===== src/rtl/pfb_pkg.sv =====
package pfb_pkg;

  typedef enum logic [2:0] {
    CMD_CFG_RD   = 3'd0,
    CMD_IO_RD    = 3'd1,
    CMD_MEM_RD   = 3'd2,
    CMD_MEM_LINE = 3'd3,
    CMD_MEM_MULT = 3'd4
  } rd_cmd_t;

  typedef enum logic [1:0] {
    ST_IDLE    = 2'd0,
    ST_FETCH   = 2'd1,
    ST_DELIVER = 2'd2,
    ST_DONE    = 2'd3
  } pfb_state_t;

endpackage


===== src/rtl/pfb_rst_sync.sv =====
module pfb_rst_sync #(
  parameter int STAGES = 2
) (
  input  logic clk,
  input  logic rst_n,
  output logic rst_sync_n
);

  logic [STAGES-1:0] chain_q;

  always_ff @(posedge clk or negedge rst_n) begin
    if (!rst_n) begin
      chain_q <= '0;
    end else begin
      chain_q <= {chain_q[STAGES-2:0], 1'b1};
    end
  end

  assign rst_sync_n = chain_q[STAGES-1];

endmodule


===== src/rtl/pfb_limit.sv =====
module pfb_limit
  import pfb_pkg::*;
#(
  parameter int CLSW         = 8,
  parameter int CLS_MAX_LOG2 = 3,
  parameter int FT_LOG2      = 10,
  localparam int DEF_LOG2    = CLS_MAX_LOG2 + 1,
  localparam int CW          = FT_LOG2 + 1,
  localparam int LW          = $clog2(FT_LOG2 + 1)
) (
  input  logic [2:0]      cmd,
  input  logic [CW-1:0]   addr_lo,
  input  logic [CLSW-1:0] cls,
  input  logic            dir_up,
  input  logic            pf_space,
  input  logic            up_pf_en,
  input  logic            flow_thru,
  output logic            pf_en,
  output logic [CW-1:0]   count
);

  logic [CLS_MAX_LOG2:0] cls_hit;
  logic                  cls_legal;
  logic [LW-1:0]         cls_log2;
  logic [LW-1:0]         span_log2;
  logic [CW-1:0]         span;
  logic [CW-1:0]         offs;

  // One match line per legal cache line power below the default span
  for (genvar i = 0; i <= CLS_MAX_LOG2; i++) begin : gen_cls_hit
    assign cls_hit[i] = (cls == CLSW'(1 << i));
  end

  assign cls_legal = |cls_hit;

  always_comb begin
    cls_log2 = LW'(DEF_LOG2);
    for (int i = 0; i <= CLS_MAX_LOG2; i++) begin
      if (cls_hit[i]) cls_log2 = LW'(i);
    end
  end

  always_comb begin
    unique case (cmd)
      CMD_MEM_RD:   pf_en = dir_up ? up_pf_en : pf_space;
      CMD_MEM_LINE: pf_en = 1'b1;
      CMD_MEM_MULT: pf_en = 1'b1;
      default:      pf_en = 1'b0;
    endcase
  end

  always_comb begin
    if (!pf_en) begin
      span_log2 = '0;
    end else if (flow_thru) begin
      span_log2 = LW'(FT_LOG2);
    end else if (cmd == CMD_MEM_MULT) begin
      span_log2 = cls_legal ? LW'(cls_log2 + 1'b1) : LW'(DEF_LOG2 + 1);
    end else begin
      span_log2 = cls_log2;
    end
  end

  assign span  = CW'(1) << span_log2;
  assign offs  = addr_lo & (span - CW'(1));
  assign count = span - offs;

  always_comb begin
    if (pf_en) begin
      assert (count != '0 && count <= span)
        else $error("AST_COUNT_IN_SPAN");
    end
  end

endmodule


===== src/rtl/pfb_fsm.sv =====
module pfb_fsm
  import pfb_pkg::*;
#(
  parameter int FT_LOG2 = 10,
  localparam int CW     = FT_LOG2 + 1
) (
  input  logic          clk,
  input  logic          rst_n,
  input  logic          start,
  input  logic [CW-1:0] cnt_in,
  input  logic          pf_in,
  input  logic          fetch_beat,
  input  logic          tgt_disc,
  input  logic          deliver_beat,
  input  logic          frame_end,
  output pfb_state_t    state,
  output logic [CW-1:0] cnt_q,
  output logic          pf_q,
  output logic [CW-1:0] fetched_q,
  output logic          stop_pf,
  output logic          disc_last,
  output logic          discard
);

  pfb_state_t    state_q, state_d;
  logic [CW-1:0] cnt_d, fetched_d, deliv_q, deliv_d;
  logic          pf_d, stop_d, discard_q, discard_d, stop_q;
  logic [CW-1:0] fetch_nx, deliv_nx;
  logic          last_beat;

  assign fetch_nx  = fetched_q + CW'(fetch_beat);
  assign deliv_nx  = deliv_q + CW'(deliver_beat);
  assign last_beat = (state_q == ST_DELIVER) && deliver_beat && (deliv_nx == fetched_q);

  always_comb begin
    state_d   = state_q;
    cnt_d     = cnt_q;
    pf_d      = pf_q;
    fetched_d = fetched_q;
    deliv_d   = deliv_q;
    stop_d    = 1'b0;
    discard_d = 1'b0;
    unique case (state_q)
      ST_IDLE: begin
        if (start) begin
          cnt_d     = cnt_in;
          pf_d      = pf_in;
          fetched_d = '0;
          deliv_d   = '0;
          state_d   = ST_FETCH;
        end
      end
      ST_FETCH: begin
        fetched_d = fetch_nx;
        if (frame_end) begin
          stop_d    = 1'b1;
          discard_d = (fetch_nx != '0);
          state_d   = ST_DONE;
        end else if ((fetch_beat && fetch_nx == cnt_q) || tgt_disc) begin
          stop_d  = 1'b1;
          state_d = (fetch_nx == '0) ? ST_DONE : ST_DELIVER;
        end
      end
      ST_DELIVER: begin
        deliv_d = deliv_nx;
        if (frame_end) begin
          discard_d = (deliv_nx < fetched_q);
          state_d   = ST_DONE;
        end else if (deliver_beat && deliv_nx == fetched_q) begin
          state_d = ST_DONE;
        end
      end
      ST_DONE: state_d = ST_IDLE;
      default: state_d = ST_IDLE;
    endcase
  end

  always_ff @(posedge clk or negedge rst_n) begin
    if (!rst_n) begin
      state_q   <= ST_IDLE;
      cnt_q     <= '0;
      pf_q      <= 1'b0;
      fetched_q <= '0;
      deliv_q   <= '0;
      stop_q    <= 1'b0;
      discard_q <= 1'b0;
    end else begin
      state_q   <= state_d;
      cnt_q     <= cnt_d;
      pf_q      <= pf_d;
      fetched_q <= fetched_d;
      deliv_q   <= deliv_d;
      stop_q    <= stop_d;
      discard_q <= discard_d;
    end
  end

  assign state     = state_q;
  assign stop_pf   = stop_q;
  assign discard   = discard_q;
  assign disc_last = last_beat && !frame_end;

  AST_FETCH_LIMIT: assert property (@(posedge clk) disable iff (!rst_n)
    fetched_q <= cnt_q) else $error("AST_FETCH_LIMIT");
  AST_STOP_PULSE: assert property (@(posedge clk) disable iff (!rst_n)
    stop_pf |=> !stop_pf) else $error("AST_STOP_PULSE");
  AST_DISCARD_CAUSE: assert property (@(posedge clk) disable iff (!rst_n)
    discard |-> $past(frame_end)) else $error("AST_DISCARD_CAUSE");
  AST_DISC_WITH_BEAT: assert property (@(posedge clk) disable iff (!rst_n)
    disc_last |-> (deliver_beat && !frame_end)) else $error("AST_DISC_WITH_BEAT");
  AST_NO_DISC_AND_DISCARD: assert property (@(posedge clk) disable iff (!rst_n)
    disc_last |=> !discard) else $error("AST_NO_DISC_AND_DISCARD");

endmodule


===== src/rtl/pfb_ctrl.sv =====
module pfb_ctrl
  import pfb_pkg::*;
#(
  parameter int AW           = 30,
  parameter int CLSW         = 8,
  parameter int CLS_MAX_LOG2 = 3,
  parameter int FT_LOG2      = 10,
  localparam int CW          = FT_LOG2 + 1
) (
  input  logic            clk,
  input  logic            rst_n,
  input  logic            req,
  input  logic [2:0]      cmd,
  input  logic [AW-1:0]   addr,
  input  logic [CLSW-1:0] cls,
  input  logic            dir_up,
  input  logic            pf_space,
  input  logic            up_pf_en,
  input  logic            flow_thru,
  input  logic            fetch_beat,
  input  logic            tgt_disc,
  input  logic            deliver_beat,
  input  logic            frame_end,
  output logic            busy,
  output logic            pf_active,
  output logic [CW-1:0]   fetch_cnt,
  output logic [CW-1:0]   fetched_cnt,
  output logic            stop_pf,
  output logic            disc_last,
  output logic            discard
);

  logic          rst_s_n;
  logic          lim_pf;
  logic [CW-1:0] lim_cnt;
  pfb_state_t    state;
  logic          start;

  pfb_rst_sync #(.STAGES(2)) u_rst (
    .clk        (clk),
    .rst_n      (rst_n),
    .rst_sync_n (rst_s_n)
  );

  pfb_limit #(
    .CLSW         (CLSW),
    .CLS_MAX_LOG2 (CLS_MAX_LOG2),
    .FT_LOG2      (FT_LOG2)
  ) u_limit (
    .cmd       (cmd),
    .addr_lo   (addr[CW-1:0]),
    .cls       (cls),
    .dir_up    (dir_up),
    .pf_space  (pf_space),
    .up_pf_en  (up_pf_en),
    .flow_thru (flow_thru),
    .pf_en     (lim_pf),
    .count     (lim_cnt)
  );

  assign start = req && (state == ST_IDLE);

  pfb_fsm #(.FT_LOG2(FT_LOG2)) u_fsm (
    .clk          (clk),
    .rst_n        (rst_s_n),
    .start        (start),
    .cnt_in       (lim_cnt),
    .pf_in        (lim_pf),
    .fetch_beat   (fetch_beat),
    .tgt_disc     (tgt_disc),
    .deliver_beat (deliver_beat),
    .frame_end    (frame_end),
    .state        (state),
    .cnt_q        (fetch_cnt),
    .pf_q         (pf_active),
    .fetched_q    (fetched_cnt),
    .stop_pf      (stop_pf),
    .disc_last    (disc_last),
    .discard      (discard)
  );

  assign busy = (state != ST_IDLE);

  AST_NOPF_ONE_DW: assert property (@(posedge clk) disable iff (!rst_s_n)
    (!busy && req && (cmd == CMD_CFG_RD || cmd == CMD_IO_RD)) |=> (fetch_cnt == CW'(1) && !pf_active))
    else $error("AST_NOPF_ONE_DW");
  AST_MULT_PREFETCH: assert property (@(posedge clk) disable iff (!rst_s_n)
    (!busy && req && cmd == CMD_MEM_MULT) |=> pf_active)
    else $error("AST_MULT_PREFETCH");
  AST_LINE_PREFETCH: assert property (@(posedge clk) disable iff (!rst_s_n)
    (!busy && req && cmd == CMD_MEM_LINE) |=> pf_active)
    else $error("AST_LINE_PREFETCH");

endmodule


===== config.mk =====
export PLATFORM = sky130hd
export DESIGN_NAME = pfb_ctrl
export DESIGN_NICKNAME = d
export VERILOG_FILES = /design/src/rtl/pfb_pkg.sv /design/src/rtl/pfb_rst_sync.sv /design/src/rtl/pfb_limit.sv /design/src/rtl/pfb_fsm.sv /design/src/rtl/pfb_ctrl.sv
export SDC_FILE = /design/constraint.sdc
export NUM_CORES = 1
export LEC_CHECK = 0
export BUFFER_PORTS_ARGS = -buffer_cell sky130_fd_sc_hd__buf_2
export CORE_MARGIN = 2
export CORE_UTILIZATION = 60
export DETAILED_ROUTE_END_ITERATION = 6
export PLACE_DENSITY = 0.94
export SETUP_SLACK_MARGIN = 0.05
export SYNTH_ARGS = -nofsm -noshare
export SYNTH_HDL_FRONTEND = slang
export SYNTH_SLANG_ARGS = --single-unit

===== constraint.sdc =====
create_clock -name clk -period 6.3 [get_ports clk]
set_input_delay 1.26 -clock clk [delete_from_list [all_inputs] [get_ports clk]]
set_output_delay 1.26 -clock clk [all_outputs]
set_load 0.02 [all_outputs]

# Word level (Yosys, flattened, before mapping)
# Cells that the tools add are included.
[word_totals]
regBits = 40
inputBits = 52
out_inout_bits = 27
word_cells = 77
[op_classes]
addsub = 5
n_lt_le_gt_ge = 1
n_eq_ne = 15
shift = 1
n_mux = 26
n_bitwise = 1
reduce_logical = 20
[ops]
columns = ["operator", "count"]
rows = [
  ["$pmux 11 s2", 2],
  ["$add 11x1->11", 2],
  ["$eq 11x11->1", 2],
  ["$mux 4", 4],
  ["$mux 3", 4],
  ["$and 11x11->11", 1],
  ["$logic_not 11->1", 1],
  ["$lt 11x11->1", 1],
  ["$mux 11", 1],
  ["$reduce_bool 11->1", 1],
  ["$shl 1x4->11 const A", 1],
  ["$sub 11x1->11 const B", 1],
  ["$sub 11x11->11", 1],
  ["$mux 2", 5],
  ["$eq 8x1->1 const B", 1],
  ["$eq 8x2->1 const B", 1],
  ["$eq 8x3->1 const B", 1],
  ["$eq 8x4->1 const B", 1],
  ["$pmux 2 s4", 1],
  ["$mux 1", 7],
  ["$eq 3x2->1 const B", 2],
  ["$logic_and 1x1->1", 6],
  ["$reduce_and 2->1", 3],
  ["$reduce_bool 2->1", 3],
  ["other kinds (14)", 16],
]

# Depth between registers and ports, before layout
# Gate-level depths: netlist of the first run.
[depth]
word_depth = 14
mapped_depth = 20
ltp_nobuf = 19

# Hierarchy
# From an unflattened synthesis of the first run, not the netlist that was laid out.
[hier_totals]
hier_cells = 410
area_unflattened_um2 = 3578.4
[by_module_without_submodules]
columns = ["mod", "instances", "cells_per_inst", "area_per_inst_um2", "seq_area_each_um2"]
rows = [
  ["pfb_fsm", 1, 271, 2618.8, 950.9],
  ["pfb_limit", 1, 134, 892.1, 0.0],
  ["pfb_rst_sync", 1, 3, 53.8, 50.0],
  ["pfb_ctrl", 1, 2, 13.8, 0.0],
]

# Least setup slack after synthesis of the first run
# No wires, ideal clock.
[synth_path]
path_type = "in2reg"
start = "input port cls[5]"
end = "register u_fsm.cnt_q[8]"
t_arrival_ns = 5.358
required_time_ns = 6.217
slack_ns = 0.859
cell_stages = 18
path_buffers = 0
path_cell_list = "or4_4 -> nor4_4 -> ha_1 -> o21ai_0 -> a221oi_2 -> or2_2 -> nor2_1 -> inv_1 -> ha_1 -> nand2b_1 -> and2_1 -> or4b_1 -> a31oi_1 -> o221ai_1 -> o31ai_1 -> nand3_1 -> xor2_1 -> o21ai_0"
[synth_between]
elab_chain_len = 14
elab_cells_between_ends = 18
[synth_rtl]
columns = ["element", "line", "rtl"]
rows = [
  ["start: declaration", "pfb_ctrl.sv:15", "input logic [CLSW-1:0] cls,"],
  ["$eq 8x1->1", "pfb_limit.sv:31", "assign cls_hit[i] = (cls == CLSW'(1 << i));"],
  ["$mux 3 (4 in series)", "pfb_limit.sv:39", "if (cls_hit[i]) cls_log2 = LW'(i);"],
  ["$add 3x1->4", "pfb_limit.sv:58", "span_log2 = cls_legal ? LW'(cls_log2 + 1'b1) : LW'(DEF_LOG2 + 1);"],
  ["$mux 4", "pfb_limit.sv:58", ""],
  ["$mux 4 (*)", "pfb_limit.sv:57", "end else if (cmd == CMD_MEM_MULT) begin"],
  ["$mux 4 (*)", "pfb_limit.sv:55", "end else if (flow_thru) begin"],
  ["$mux 4 (*)", "pfb_limit.sv:53", "if (!pf_en) begin"],
  ["$shl 1x4->11 (*)", "pfb_limit.sv:64", "assign span = CW'(1) << span_log2;"],
  ["$sub 11x1->11", "pfb_limit.sv:65", "assign offs = addr_lo & (span - CW'(1));"],
  ["$and 11x11->11", "pfb_limit.sv:65", ""],
  ["$sub 11x11->11 (*)", "pfb_limit.sv:66", "assign count = span - offs;"],
  ["end signal: assignment", "pfb_fsm.sv:89", "cnt_q <= cnt_d;"],
  ["end: declaration", "pfb_fsm.sv:17", "output logic [CW-1:0] cnt_q,"],
]
# Every way passes the cells marked *; elsewhere a longest branch is shown, timed or not.
# A chain may end at the register's enable or synchronous reset.

# Final worst setup path of the first run
[layout_path]
start = "input port cls[5]"
end = "register u_fsm.cnt_q[10]"
# Same word-level chain as after synthesis.

==> impl_metrics.csv, run 1 <==
group,metric,value,unit
synth,syn_nets,529,
sta,post-route-period-util,0.903,
floorplanning,fp-row-count,28,
placement,gp_congestion,0.930,
synth,async_flop_share,1.00,
clock_tree,post-cts-setup-buffer-count,0,
sta,holdWs,306,ps
drt,first_pass_iters,5,
grt,grt_use_total,0.302,
synth,yosysWarningCount,0,
drt,vias,3849,
grt,grt_max_degree,39,
synth,synth_xor_area_frac,0.0990,
floorplanning,die_x,81.8,um
power_and_ir_drop,total_power,0.00147,W
synth,synth-main-ff-cell,"dfrtp_1",
worst_setup_path,cp-end-kind,"flop",
flow_run,drv_cap,0,
synth,synthSimpleGateAreaFrac,0.228,
cells_and_area,drive_gt1_frac,0.169,
clock_tree,clockBufferDepth,2,
worst_setup_path,cp.arrival,5900,ps
grt,gr-total-overflow,0,
sta,tightest_slew,1230,ps
cells_and_area,antenna_cells,0,
status,status,"finished, final reports clean",
synth,synth-adder-area-share,0.0724,
drt,avgViaCountPerCell,6.66,
min_path,hold_class,"flop to async pin",
floorplanning,die-area,6680,um2
sta,maxSlewHeadroom,0.175,
sta,finalCriticalPeriod,5690,ps
power_and_ir_drop,ir_drop,275,uV
worst_setup_path,crit_fanout,5,
floorplanning,io_pins,79,
synth,synth_top_family_by_area,"compound AO/OA/AOI/OAI gates",
floorplanning,coreArea,5890,um2
worst_setup_path,cp.required,6510,ps
sta,hold_viol_final,0,
sta,fin_setup_tns,0,ps
grt,grt_pass1_vias,3514,
sta,fin_skew,11.2,ps
clock_tree,cts_tree,"done",
synth,syn_area_per_cell,7.95,um2
synth,synth_mux_area_frac,0.0310,
power_and_ir_drop,pwr_density_cell,362,nW/um2
synth,ys_seq_area_frac,0.276,
drt,avgRoutedWirePerCell,17.3,um
grt,grt_pass1_wl,15.9,mm
grt,antenna_found_initial,0,
cells_and_area,fillCellCount,466,
sta,rsz0062_at_grt,"false",
clock_tree,cts_sinks,40,
clock_tree,ctsHtreeMaxLevel,2,
drt,antenna_left,0,
sta,slew_violations,0,
floorplanning,fp.dieH,81.8,um
drt,drcViolationCount,0,
synth,synth_area,3630,um2
cells_and_area,syn_to_final_growth,12.3,%
drt,drt-initial-drc-count,347,
synth,synth_edf_count,0,
clock_tree,clk_root_buffer_cell,"clkbuf_8",
cells_and_area,finish.utilization,0.692,
clock_tree,cts_resized,0,
clock_tree,clock_latency,300,ps
worst_setup_path,cp-start-kind,"input port",
synth,synth-seq-cells,40,
sta,setup_viol,0,
placement,hpwl,7.32,mm
synth,synth_cells,456,
placement,port_buffers,59,
worst_setup_path,critPathKind,"input port to flop",
floorplanning,initial_core_util,0.616,
cells_and_area,finish.net_count,575,
synth,synth_compound_area_frac,0.248,
clock_tree,hold_buffers,0,
sta,fmax,0.176,GHz
clock_tree,numCtsBuffers,5,
drt,routed_wl,9.98,mm
power_and_ir_drop,p_leak,1.84,nW
clock_tree,clk_pin_slew_worst_paths,90,ps
synth,ys_types,64,
area by class of cell:
class	count	area [um2]	share of cell area
Sequential cell	40	1000	0.246
Inverter	19	71.3	0.0175
Timing Repair Buffer	62	318	0.0780
Clock inverter	2	38.8	0.00952
Tap cell	75	93.8	0.0230
Clock buffer	6	82.6	0.0203
Multi-Input combinational cell	374	2470	0.606
layer usage:
layer,global-route usage,routed length [um],up-vias
met5,0,0,-
met4,0.147,473,0
met3,0.0582,728,61
met2,0.520,4860,242
met1,0.360,3910,1791
li1,-,-,1755
worst paths after layout:
kind / endpoint / slack (ps) / cells past startpoint / startpoint
hold reg to reg: u_fsm.deliv_q[8] / 310 / 1 / u_rst.chain_q[1]
setup / recovery: u_fsm.cnt_q[10] / 610 / 19 / cls[5]
hold / removal: u_fsm.deliv_q[8] / 310 / 1 / u_rst.chain_q[1]
max in group asynchronous: u_rst.chain_q[1] / 5480 / 1 / rst_n
min in group clk: u_rst.chain_q[1] / 370 / 0 / u_rst.chain_q[0]
setup reg to reg: u_fsm.state[0] / 2790 / 10 / u_fsm.fetched_q[0]
power breakdown:
group / total (W) / switching, W / internal, W
sequential: 0.000426 / 0.0000960 / 0.000331
clock: 0.000227 / 0.0000975 / 0.000130
combinational: 0.000821 / 0.000505 / 0.000316
total: 0.00147 / 0.000698 / 0.000777
cells in the mapped netlist (9+ instances only):
cell	instances	area (um2)
clkbuf_1	21	78.8
o21ai_0	42	210
nand3_1	22	110
nor3_1	11	55.1
xor2_1	14	123
a21oi_1	30	150
nor2_1	36	135
nand2_1	43	161
mux2i_1	9	90.1
inv_1	19	71.3
dfrtp_1	40	1000
ha_1	21	263
xnor2_1	27	236
stage by stage:
step	cell area, um2	worst slack, ps	cells
2_1_floorplan	3630	859	456
3_3_place_gp	3950	526	570
3_5_place_dp	3950	327	570
4_1_cts	4070	608	578
5_1_grt	4070	172	578
6_report	4070	610	578
state kept, by name (all words and copies together), names as in the netlist:
register / cells
u_fsm.fetched_q: 11
u_fsm.stop_pf: 1
u_fsm.cnt_q: 11
u_fsm.pf_q: 1
u_fsm.state: 2
u_rst.chain_q: 2
u_fsm.discard: 1
u_fsm.deliv_q: 11
cell usage in the layout, fill, tap and decap left out, types with 2 or more instances in the layout:
cell / synthesis / routed
nand2b_1: 7 / 7
o41ai_1: 2 / 2
nand4_1: 3 / 3
mux2i_1: 9 / 9
a22o_1: 6 / 6
and3_1: 8 / 8
o21bai_1: 2 / 2
o31ai_1: 3 / 3
nor4b_1: 2 / 2
dfrtp_1: 40 / 40
o21a_1: 6 / 6
a21oi_1: 30 / 30
nand2_1: 43 / 43
buf_4: 0 / 3
o211ai_1: 3 / 3
a32oi_1: 4 / 4
xnor2_1: 27 / 27
xor2_1: 14 / 14
nor2_1: 36 / 36
inv_1: 19 / 19
buf_2: 1 / 59
mux2_2: 2 / 2
a31oi_1: 4 / 4
nor4_1: 7 / 7
and2_1: 6 / 6
o21ai_0: 42 / 42
ha_1: 21 / 21
a211oi_1: 5 / 5
clkbuf_8: 0 / 6
or2_2: 2 / 2
nor3_1: 11 / 11
a21o_1: 4 / 4
or3_1: 5 / 5
o22ai_1: 4 / 4
o221ai_1: 3 / 3
nand3_1: 22 / 22
a21boi_0: 4 / 4
kinds of logic (layout without fill, tap and decap cells):
kind of cell               Yosys count  after routing
and+or+nand+nor                    163            163
other                                1              1
adders and majority gates           21             21
DFF                                 40             40
xor gates and xnor gates            41             41
muxes                               11             11
buffers and inverters               42             89
AOI/OAI and AO/OA                  137            137
worst max-delay path: stages:
cell and delay, ps:
buf_2 100, or4_4 580, nor4_4 370, ha_1 310, o21ai_0 290, a221oi_2 100
or2_2 320, nor2_1 160, inv_1 70, ha_1 270, nand2b_1 150, and2_1 160
or4b_1 430, a31oi_1 180, o221ai_1 260, o31ai_1 400, nand4_1 170, xnor2_1 140
o21ai_0 160
Power figures use the tool's default switching activity.
==> run 2, diff against run 1 <==
--- a/config.mk
+++ b/config.mk
@@ -6,10 +6,11 @@
 export NUM_CORES = 1
 export LEC_CHECK = 0
 export BUFFER_PORTS_ARGS = -buffer_cell sky130_fd_sc_hd__buf_2
-export CORE_MARGIN = 2
+export CORE_MARGIN = 4
 export CORE_UTILIZATION = 60
 export DETAILED_ROUTE_END_ITERATION = 6
 export PLACE_DENSITY = 0.94
+export REMOVE_ABC_BUFFERS = 1
 export SETUP_SLACK_MARGIN = 0.05
 export SYNTH_ARGS = -nofsm -noshare
 export SYNTH_HDL_FRONTEND = slang
==> run 2 against run 1 <==
Against the previous run:
- final cell count stayed put
- non-clock buffer count stayed put
- critical path type unchanged
- largest cell class unchanged
- critical endpoint is now u_fsm.cnt_q[8]
- clock skew is 5.5 ps lower
==> impl_metrics.csv, run 2 (synthesized netlist as in run 1, its figures left out) <==
group,metric,value,unit
drt,antenna_left,0,
sta,hold_viol_final,0,
sta,maxSlewHeadroom,0.186,
sta,layout_setup_ws,462,ps
sta,fin_setup_tns,0,ps
placement,hpwl,7.16,mm
worst_setup_path,crit_fanout,9,
clock_tree,ctsHtreeMaxLevel,2,
power_and_ir_drop,pwr_density_cell,357,nW/um2
clock_tree,clk_root_buffer_cell,"clkbuf_8",
cells_and_area,ff_latch_area,1000,um2
power_and_ir_drop,p_leak,1.84,nW
sta,fmax,0.171,GHz
cells_and_area,drive_gt1_frac,0.169,
worst_setup_path,ff2ff_setup_slack,2790,ps
worst_setup_path,cp-start-kind,"input port",
sta,finalCriticalPeriod,5840,ps
cells_and_area,antenna_cells,0,
drt,drt-initial-drc-count,374,
worst_setup_path,cp.required,6500,ps
cells_and_area,fillCellCount,457,
drt,avgRoutedWirePerCell,16.5,um
floorplanning,fp-row-count,28,
worst_setup_path,cp.arrival,6040,ps
clock_tree,cts_sinks,40,
cells_and_area,finish.utilization,0.693,
placement,port_buffers,59,
grt,grt_pass1_wl,16.0,mm
floorplanning,die-area,7350,um2
worst_setup_path,critPathKind,"input port to flop",
sta,setup_viol,0,
clock_tree,cts_tree,"done",
worst_setup_path,r2r_cells,10,
clock_tree,clock_latency,300,ps
sta,rsz0062_at_grt,"false",
floorplanning,die_x,85.8,um
cells_and_area,syn_to_final_growth,12.4,%
grt,gr-total-overflow,0,
clock_tree,clockBufferDepth,2,
drt,vias,3671,
sta,post-route-period-util,0.927,
clock_tree,hold_buffers,0,
power_and_ir_drop,ir_drop,241,uV
sta,tightest_slew,1210,ps
grt,antenna_found_initial,0,
floorplanning,coreArea,5890,um2
floorplanning,fp.dieH,85.8,um
cells_and_area,finish.net_count,575,
floorplanning,io_pins,79,
worst_setup_path,cp-end-kind,"flop",
clock_tree,cts_resized,0,
cells_and_area,top_regs,"u_fsm.cnt_q (11), u_fsm.deliv_q (11), u_fsm.fetched_q (11)",
placement,dp_slack,291,ps
clock_tree,numCtsBuffers,5,
drt,routed_wl,9.54,mm
drt,drcViolationCount,0,
worst_setup_path,reg2reg_from,"u_fsm.fetched_q[0]",
clock_tree,clk_pin_slew_worst_paths,80,ps
drt,first_pass_iters,5,
cells_and_area,final_common_cell,"buf_2",
sta,slew_violations,0,
worst_setup_path,r2r_end,"u_fsm.state[0]",
status,status,"finished, final reports clean",
clock_tree,post-cts-setup-buffer-count,0,
placement,gp_congestion,0.936,
cells_and_area,final_cell_mix,"buf_2, nand2_1, o21ai_0",
floorplanning,initial_core_util,0.616,
cells_and_area,multi_input_area,2470,um2
drt,avgViaCountPerCell,6.35,
flow_run,drv_cap,0,
grt,grt_max_degree,39,
grt,grt_pass1_vias,3654,
grt,grt_use_total,0.265,
min_path,hold_class,"flop to async pin",
sta,fin_skew,5.72,ps
==> run 2: final cells by class <==
class | instances | share of cell area
clock inverter | 1 | 0.00736
multi-input combinational | 374 | 0.605
inverter | 19 | 0.0175
sequential | 40 | 0.245
clock buffer | 7 | 0.0236
tap | 75 | 0.0230
timing repair buffer | 62 | 0.0779
==> run 2: routing by layer <==
layer	GRT usage	part of all wire	up-vias
met3	0.0403	0.077	44
met4	0.132	0.043	0
met2	0.471	0.49	192
met1	0.310	0.39	1687
li1	-	-	1748
met5	0	0	-
==> run 2: per-stage QoR <==
| step | power [W] | area, um2 | instances | hold slack, ps |
|---|---|---|---|---|
| global placement | 0.00117 | 3950 | 570 | 301 |
| global route | 0.00156 | 4080 | 578 | 354 |
| finish | 0.00146 | 4080 | 578 | 284 |
| floorplan | 0.000978 | 3540 | 433 | 331 |
| detailed placement | 0.00121 | 3950 | 570 | 310 |
| CTS | 0.00145 | 4080 | 578 | 320 |
==> run 2: worst max path at each step <==
stage,cells after the start,from,end
detailed placement,19,cls[5],u_fsm.cnt_q[8]
floorplan,18,cls[5],u_fsm.cnt_q[8]
global route,19,cls[5],u_fsm.cnt_q[8]
CTS,19,cls[5],u_fsm.cnt_q[8]
global placement,19,cls[5],u_fsm.cnt_q[10]
finish,19,cls[5],u_fsm.cnt_q[8]
==> run 2: power by group <==
part           switching, W  internal, W  total, W
sequential        0.0000904     0.000331  0.000421
clock             0.0000916     0.000140  0.000231
combinational      0.000489     0.000316  0.000805
==> run 2: critical path, stage by stage <==
cell	delay, ps
buf_2	110
or4_4	580
nor4_4	400
ha_1	320
o21ai_0	270
a221oi_2	150
or2_2	340
nor2_1	190
inv_1	70
ha_1	270
nand2b_1	140
and2_1	150
or4b_1	430
a31oi_1	180
o221ai_1	290
o31ai_1	410
nand3_1	140
xor2_1	170
o21ai_0	160
